===== src/rtl/ithr_pkg.sv =====
package ithr_pkg;

    // Why an interrupt is raised in a given cycle.
    typedef enum logic [1:0] {
        FIRE_NONE  = 2'd0,
        FIRE_NOW   = 2'd1,
        FIRE_TIMER = 2'd2
    } ithr_fire_e;

endpackage


===== src/rtl/ithr_cause_acc.sv =====
module ithr_cause_acc #(
    parameter int CAUSE_W = 8
) (
    input  logic               clk,
    input  logic               rst_n,
    input  logic               post_valid,
    input  logic [CAUSE_W-1:0] post_cause,
    input  logic               rd_clear,
    output logic [CAUSE_W-1:0] cause_q
);

    typedef struct packed {
        logic [CAUSE_W-1:0] cause;
    } acc_t;

    acc_t acc_d, acc_q;

    always_comb begin
        logic [CAUSE_W-1:0] kept;
        logic [CAUSE_W-1:0] added;
        acc_d = acc_q;
        kept  = rd_clear ? '0 : acc_q.cause;
        added = post_valid ? post_cause : '0;
        // A post in the clear cycle lands after the clear.
        acc_d.cause = kept | added;
    end

    always_ff @(posedge clk) begin
        if (!rst_n) acc_q <= '0;
        else        acc_q <= acc_d;
    end

    assign cause_q = acc_q.cause;

    // posted bits are present in the next cycle.
    p_sticky_r1: assert property (@(posedge clk) disable iff (!rst_n)
        post_valid |=> ((cause_q & $past(post_cause)) == $past(post_cause)));

    // a clear with no post leaves the register empty.
    p_clear_r2: assert property (@(posedge clk) disable iff (!rst_n)
        (rd_clear && !post_valid) |=> (cause_q == '0));

endmodule


===== src/rtl/ithr_due_calc.sv =====
module ithr_due_calc #(
    parameter int TIME_W     = 64,
    parameter int IVL_W      = 16,
    parameter int UNIT_SHIFT = 8
) (
    input  logic [TIME_W-1:0] last_ts,
    input  logic [IVL_W-1:0]  ivl_units,
    input  logic [TIME_W-1:0] now,
    output logic              due
);

    localparam int SUM_W = TIME_W + 1;

    logic [SUM_W-1:0] span;
    logic [SUM_W-1:0] deadline;

    always_comb begin
        span     = SUM_W'(ivl_units) << UNIT_SHIFT;
        deadline = {1'b0, last_ts} + span;
        due      = (deadline <= {1'b0, now});
    end

    initial begin
        p_span_fits_r11: assert (IVL_W + UNIT_SHIFT < SUM_W);
    end

endmodule


===== src/rtl/ithr_ctrl.sv =====
module ithr_ctrl
    import ithr_pkg::*;
#(
    parameter int TIME_W = 64,
    parameter int IVL_W  = 16
) (
    input  logic              clk,
    input  logic              rst_n,
    input  logic              post_valid,
    input  logic              post_force,
    input  logic [IVL_W-1:0]  ivl_units,
    input  logic [TIME_W-1:0] now,
    input  logic              due,
    output logic [TIME_W-1:0] last_ts,
    output logic              irq_pulse
);

    typedef struct packed {
        logic              armed;
        logic              hist;
        logic [TIME_W-1:0] last;
        logic              pulse;
    } ctrl_t;

    ctrl_t      st_d, st_q;
    ithr_fire_e reason;

    always_comb begin
        logic zero_ivl;
        logic imm;
        logic tmr;
        zero_ivl = (ivl_units == '0);
        imm      = post_valid && (post_force || zero_ivl || !st_q.hist || due);
        tmr      = st_q.armed && due;
        if (imm)      reason = FIRE_NOW;
        else if (tmr) reason = FIRE_TIMER;
        else          reason = FIRE_NONE;

        st_d       = st_q;
        st_d.pulse = (reason != FIRE_NONE);
        if (reason != FIRE_NONE) begin
            st_d.last  = now;
            st_d.hist  = 1'b1;
            st_d.armed = 1'b0;
        end else if (post_valid) begin
            st_d.armed = 1'b1;
        end
    end

    always_ff @(posedge clk) begin
        if (!rst_n) st_q <= '0;
        else        st_q <= st_d;
    end

    assign last_ts   = st_q.last;
    assign irq_pulse = st_q.pulse;

    // zero interval bypasses throttling.
    p_zero_ivl_r3: assert property (@(posedge clk) disable iff (!rst_n)
        (post_valid && ivl_units == '0) |=> irq_pulse);

    // force bypasses throttling.
    p_force_r4: assert property (@(posedge clk) disable iff (!rst_n)
        (post_valid && post_force) |=> irq_pulse);

    // every pulse carries the timebase of its decision cycle.
    p_stamp_r9: assert property (@(posedge clk) disable iff (!rst_n)
        irq_pulse |-> (last_ts == $past(now)));

    // a throttled post while armed adds no pulse.
    p_armed_quiet_r7: assert property (@(posedge clk) disable iff (!rst_n)
        (st_q.armed && post_valid && !post_force && ivl_units != '0 && !due)
        |=> !irq_pulse);

    // first post after reset is delivered at once.
    p_first_r10: assert property (@(posedge clk) disable iff (!rst_n)
        (post_valid && !st_q.hist) |=> irq_pulse);

endmodule


===== src/rtl/intr_throttle.sv =====
module intr_throttle #(
    parameter int CAUSE_W    = 8,
    parameter int IVL_W      = 16,
    parameter int TIME_W     = 64,
    parameter int UNIT_SHIFT = 8
) (
    input  logic               clk,
    input  logic               rst_n,
    input  logic               post_valid,
    input  logic [CAUSE_W-1:0] post_cause,
    input  logic               post_force,
    input  logic [IVL_W-1:0]   ivl_units,
    input  logic [TIME_W-1:0]  now,
    input  logic               rd_clear,
    output logic [CAUSE_W-1:0] cause_q,
    output logic               irq_pulse
);

    logic [TIME_W-1:0] last_ts;
    logic              due;

    ithr_cause_acc #(.CAUSE_W(CAUSE_W)) u_acc (
        .clk        (clk),
        .rst_n      (rst_n),
        .post_valid (post_valid),
        .post_cause (post_cause),
        .rd_clear   (rd_clear),
        .cause_q    (cause_q)
    );

    ithr_due_calc #(
        .TIME_W     (TIME_W),
        .IVL_W      (IVL_W),
        .UNIT_SHIFT (UNIT_SHIFT)
    ) u_due (
        .last_ts   (last_ts),
        .ivl_units (ivl_units),
        .now       (now),
        .due       (due)
    );

    ithr_ctrl #(
        .TIME_W (TIME_W),
        .IVL_W  (IVL_W)
    ) u_ctrl (
        .clk        (clk),
        .rst_n      (rst_n),
        .post_valid (post_valid),
        .post_force (post_force),
        .ivl_units  (ivl_units),
        .now        (now),
        .due        (due),
        .last_ts    (last_ts),
        .irq_pulse  (irq_pulse)
    );

endmodule


===== config.mk =====
export PLATFORM = sky130hd
export DESIGN_NAME = intr_throttle
export DESIGN_NICKNAME = d
export VERILOG_FILES = /design/src/rtl/ithr_pkg.sv /design/src/rtl/ithr_cause_acc.sv /design/src/rtl/ithr_due_calc.sv /design/src/rtl/ithr_ctrl.sv /design/src/rtl/intr_throttle.sv
export SDC_FILE = /design/constraint.sdc
export NUM_CORES = 1
export LEC_CHECK = 0
export BUFFER_PORTS_ARGS = -buffer_cell sky130_fd_sc_hd__buf_2
export CELL_PAD_IN_SITES_DETAIL_PLACEMENT = 0
export CELL_PAD_IN_SITES_GLOBAL_PLACEMENT = 1
export CORE_ASPECT_RATIO = 1.5
export CORE_UTILIZATION = 44
export CTS_CLUSTER_DIAMETER = 150
export DETAILED_ROUTE_END_ITERATION = 8
export PLACE_DENSITY_LB_ADDON = 0.1
export SLEW_MARGIN = 20
export SYNTH_ARGS = -nofsm -noshare
export SYNTH_HDL_FRONTEND = slang
export SYNTH_SLANG_ARGS = --single-unit

===== constraint.sdc =====
create_clock -name clk -period 6 [get_ports clk]
set_input_delay 0.3 -clock clk [delete_from_list [all_inputs] [get_ports clk]]
set_output_delay 0.3 -clock clk [all_outputs]
set_load 0.005 [all_outputs]

======== Word-level counts from Yosys, hierarchy flattened ========
Cells that the tools add are included.
cells by class
  mux-type cells .......................... 4
  shift operators ......................... 0
  equality and inequality tests ........... 0
  reduce and logical (&&, ||, !) cells .... 9
  multiply operators ...................... 0
  add/subtract/negate cells ............... 1
  bitwise logic cells ..................... 2
  div/mod/pow operators ................... 0
  $lt $le $gt $ge ......................... 1
operators by type and width
  operator             number
  $add A64 B24 Y65     1
  $le A65 B64 Y1       1
  $logic_not A16 Y1    1
  $mux W8              2
  $or A8 B8 Y8         1
  $mux W2              2
  $logic_or A1 B1 Y1   3
  $logic_and A1 B1 Y1  2
  $reduce_bool A2 Y1   1
  $reduce_or A2 Y1     1
  $logic_not A1 Y1     1
  $not A1 Y1           1
word-level totals
  logic and storage cells ................. 22
  ROM bits ................................ 0
  input port bits ......................... 93
  memories ................................ 0
  bits in latches ......................... 0
  bits in registers ....................... 75
  output and inout port bits .............. 9
  memory bits (writable) .................. 0

======== Logic depth before layout (Yosys ltp) ========
  depth in word-level cells ............... 8
  gate-level depth with buffers ........... 21
  gate-level depth less buffers ........... 19

======== Hierarchy ========
A second synthesis with hierarchy kept.
second synthesis, totals
  cell total of the unflattened synthesis .. 1113
  area, all modules ....................... 8694.6 µm²
by module, submodules not included
  module          area each (µm²)  cells an instance  instances
  ithr_ctrl       5104.9           616                1
  ithr_due_calc   3278.1           464                1
  ithr_cause_acc  311.5            33                 1

======== Worst setup path after synthesis ========
No wires, ideal clock.
  kind .................................... in2reg
  from .................................... input ivl_units[1]
  to ...................................... register u_ctrl.st_q, in the netlist u_ctrl.last_ts[0]
  data arrival time ....................... 4480 ps
  stages on the path ...................... 21
  required time ........................... 5883 ps
  library setup time ...................... 117 ps
  slack ................................... 1402 ps
  cell sequence ........................... ha_1 > a211oi_1 > o21ai_1 > o311a_1 > o31a_1 > o31a_1 > o21ba_1 > buf_2 > nand2_1 > xnor2_1 > ha_1 > a21o_1 > a221o_1 > a221oi_2 > nand2_1 > a211oi_2 > a21oi_2 > o311a_1 > buf_6 > buf_8 > a32o_1
between the ends
  longest elaborated chain between the ends .. 7
  elaborated cells between the ends (all ways) .. 11
  classes of those cells .................. add/sub: 1; order compare: 1; mux: 2; reduce/logical: 7
RTL lines
  what                                                      line                 text
  start: declaration                                        intr_throttle.sv:12  input logic [IVL_W-1:0] ivl_units,
  branches (longest 5 deep; another with $add A64 B24 Y65)  -
  $mux W2 (*)                                               ithr_ctrl.sv:35      if (imm) reason = FIRE_NOW;
  $reduce_bool A2 Y1 (*)                                    ithr_ctrl.sv:41      if (reason != FIRE_NONE) begin
  end signal: assignment                                    ithr_ctrl.sv:52      else st_q <= st_d;
  end: declaration                                          ithr_ctrl.sv:25      ctrl_t st_d, st_q;
Every way passes the cells marked *.
A chain may end at the register's enable or synchronous reset.

======== Final worst setup path ========
  from .................................... register u_ctrl.st_q, in the netlist u_ctrl.last_ts[8]
  to ...................................... register u_ctrl.st_q, in the netlist u_ctrl.last_ts[11]
between the ends
  longest elaborated chain between the ends .. 6
  elaborated cells between the ends (all ways) .. 8
  classes of those cells .................. add/sub: 1; order compare: 1; mux: 2; reduce/logical: 4
RTL lines
  what                                                              line                              text
  $add A64 B24 Y65 (*)                                              ithr_due_calc.sv:19               deadline = {1'b0, last_ts} + span;
  $le A65 B64 Y1 (*)                                                ithr_due_calc.sv:20               due = (deadline <= {1'b0, now});
  $logic_and A1 B1 Y1 / $logic_or A1 B1 Y1 (equally long branches)  ithr_ctrl.sv:34, ithr_ctrl.sv:33
  $mux W2 / $logic_and A1 B1 Y1 (equally long branches)             ithr_ctrl.sv:36, ithr_ctrl.sv:33
  $mux W2 (*)                                                       ithr_ctrl.sv:35
  $reduce_bool A2 Y1 (*)                                            ithr_ctrl.sv:41
Every way passes the cells marked *; elsewhere a longest branch is shown, timed or not.

==> out/metrics.cfg <==
[placement]
dp_hpwl_um=10900
gp_congestion=0.817
dpl.cell_count=874
preCtsSetupSlack_ns=0.805
io_buffers=101
place_area_mm2=0.00628

[power_and_ir_drop]
power_switching_w=0.000451
clockPowerShare_pct=40.1
ir_worst_vdd_uv=144
power_leakage_nw=3.14
swShare_pct=28.4
power.internal_w=0.00113
power_frac_seq_pct=36.0
p_per_area_mw_per_mm2=239
p_comb_share_pct=23.9

[routing]
ant_nets=0
wl_met2_um=7700
dr.max_layer_used=met4
drtIter0Drc=209
vias_per_cell=5.70
wl_met3_um=486
vias=5073
drc_errors=0
wirelength_um=14300
avgRoutedWirePerCell_um=16.0
wl_met1_um=5840
firstDrtPassIters=4

[die]
die_h_um=143
die-area_mm2=0.0137
coreArea_mm2=0.0130
ioPinCount=102
start_util_pct=45.0
std_cell_rows=51
die_w_um=96.0

[critical_path]
crit-reg2reg-launch=u_ctrl.last_ts[8]
reg2reg_slack_ns=0.84
crit_path_cell_trace=ha_1, inv_1, fa_1, nand2b_1, a21o_1, a21oi_2, o31ai_4, nor2_1, nand4_1, xnor2_1, ha_1, nand2_1, or3_4, nor3_2, and3_4, a31o_1, a21oi_2, o311a_2, buf_4, a32o_1
r2r_cells=20
cp.required_ns=6.23
path_class=register to register
crit_buf_inv=2
path_depth=20
worst_path_max_delay_cell=nor2_1
end_kind=register
critPathTopFamily=simple AND/OR/NAND/NOR gates
cp-start-kind=register
max_stage_delay_ns=0.45
cp_max_fo=42
crit_start=u_ctrl.last_ts[8]
arrival_ns=5.39
r2r-end=u_ctrl.last_ts[11]

[logic_synthesis]
netlist_area_mm2=0.00583
syn-num-nets=807
seq_area_frac_synth_pct=25.7
synth_top_family_by_area=compound AO/OA/AOI/OAI gates
netlist_instances=633
synth-simple-area-share_pct=14.3
yosysWarnings=0
synth_mux_area_share_pct=0
synth_top_cell_by_area=dfxtp_1
synthAdderAreaFrac_pct=17.5
synth_edf_count=0
synth.area.top_cells=dfxtp_1 26%, ha_1 17%, a32o_1 11%, xnor2_1 6.3%, inv_1 4.9%
syn_area_per_cell_um2=9.21
synth_compound_area_share_pct=24.0
async_flop_share_pct=0
synth_seq_cells=75
synth_top_area_share_pct=25.7
synth-main-ff-cell=dfxtp_1
synth_xor_xnor_area_share_pct=7.96
ys_types=68

[finish]
nNetsFinal=900
areaGrowthSynthToFinish_pct=13.5
mostFrequentLayoutCells=101 x buf_2, 80 x ha_1, 76 x inv_1, 75 x dfxtp_1, 64 x a32o_1
layout_commonest_cell=buf_2
num_antenna_cells=0
n_fill_cell=1254
instances_no_fill=890
stdcell_area_mm2=0.00662
drive_gt1_share_pct=18.9

[clocking]
clock_path_buffers=2
cts_buffers=9
cts_hold_buf=0
clock_latency_ns=0.34
cts_max_level=3
cts_resized=0
clk_pin_slew_ns=0.06
clock_sinks=75
post-cts-setup-buffer-count=0
cts_tree=done
cts-root-buf=clkbuf_16

[grt]
gr-usage-all-layers_pct=21.7
grt.overflow.total=0
grt_max_degree=76
grt_pass1_vias=5225
grt_pass1_wl_um=23000
antenna_found_initial=0

[timing]
layout_setup_ws_ns=0.838
max_slew_margin_pct=46.7
post-route-period-util_pct=86.0
setup_viol=0
slew_violations=0
period_minus_slack_ns=5.16
tightest_slew_ns=0.799
hold_viol=0
skew_ns=0.00935
finalSetupTns_ns=0
fmax_mhz=194
grt_setup_unrepaired=no

[status]
status=complete, no violations

[flow_run]
drv_cap=0

[worst_hold_path]
holdPathStages=2
hold_path_class=primary input to register
min_to=u_ctrl.last_ts[18]
min-delay-start=now[18]

[final cells by class]
type / count / area (µm²) / area share, %
Multi-Input combinational cell: 457 / 3730 / 56.3
Clock inverter: 4 / 97.6 / 1.47
Timing Repair Buffer: 107 / 563 / 8.50
Inverter: 76 / 285 / 4.31
Sequential cell: 75 / 1500 / 22.7
Tap cell: 159 / 199 / 3.00
Clock buffer: 12 / 246 / 3.72
[registers in the layout, indices dropped and copies added, names as in the netlist]
name	count
u_ctrl.last_ts	64
u_ctrl.irq_pulse	1
u_acc.cause_q	8
u_ctrl.st_q	2
[logic make-up after synthesis]
logic type / after synthesis
xor gates and xnor gates: 53
adders and majority gates: 81
AOI/OAI and AO/OA: 171
buffers and inverters: 101
and+or+nand+nor: 152
DFF: 75
[power by group through the flow]
stage / combinational, W / sequential, W / clock (W)
3_5_place_dp: 0.000380 / 0.000581 / 0
4_1_cts: 0.000383 / 0.000570 / 0.000655
6_report: 0.000379 / 0.000570 / 0.000635
5_1_grt: 0.000432 / 0.000575 / 0.000673
3_3_place_gp: 0.000372 / 0.000579 / 0
2_1_floorplan: 0.000293 / 0.000572 / 0
[metrics by stage]
stage	hold slack, ns	total power (W)	util [%]
5_1_grt	0.197	0.00168	51.1
3_3_place_gp	0.450	0.000951	48.5
3_5_place_dp	0.459	0.000960	48.5
4_1_cts	0.200	0.00161	51.1
2_1_floorplan	0.442	0.000865	-
6_report	0.209	0.00158	51.1
[worst max-delay path by stage]
stage / to / slack, ns
finish: u_ctrl.last_ts[11] / 0.84
global route: u_ctrl.last_ts[8] / 0.45
CTS: u_ctrl.last_ts[14] / 0.84
detailed placement: u_ctrl.last_ts[14] / 0.80
global placement: u_ctrl.last_ts[23] / 0.89
floorplan: u_ctrl.last_ts[0] / 1.40
[layer usage]
metal | up-vias | track usage, %
met3 | 16 | 3.35
met5 | - | 0
met1 | 2401 | 23.1
met4 | 0 | 7.38
met2 | 108 | 41.8
li1 | 2548 | -
[synthesized netlist by cell type (all sizes together), types with 3 or more instances]
library cell / count
a211oi: 6
a21o: 8
a21oi: 35
a221oi: 3
a22oi: 8
a32o: 64
and3: 15
and4: 4
buf: 17
clkbuf: 6
dfxtp: 75
ha: 80
inv: 76
nand2: 36
nand2b: 4
nand3: 18
nand4: 22
nor2: 16
nor2b: 13
nor3: 6
nor4: 7
o211ai: 4
o21a: 4
o21ai: 17
o31a: 3
or3: 3
xnor2: 42
xor2: 11
Note: power is estimated with default switching activity, not from simulation.
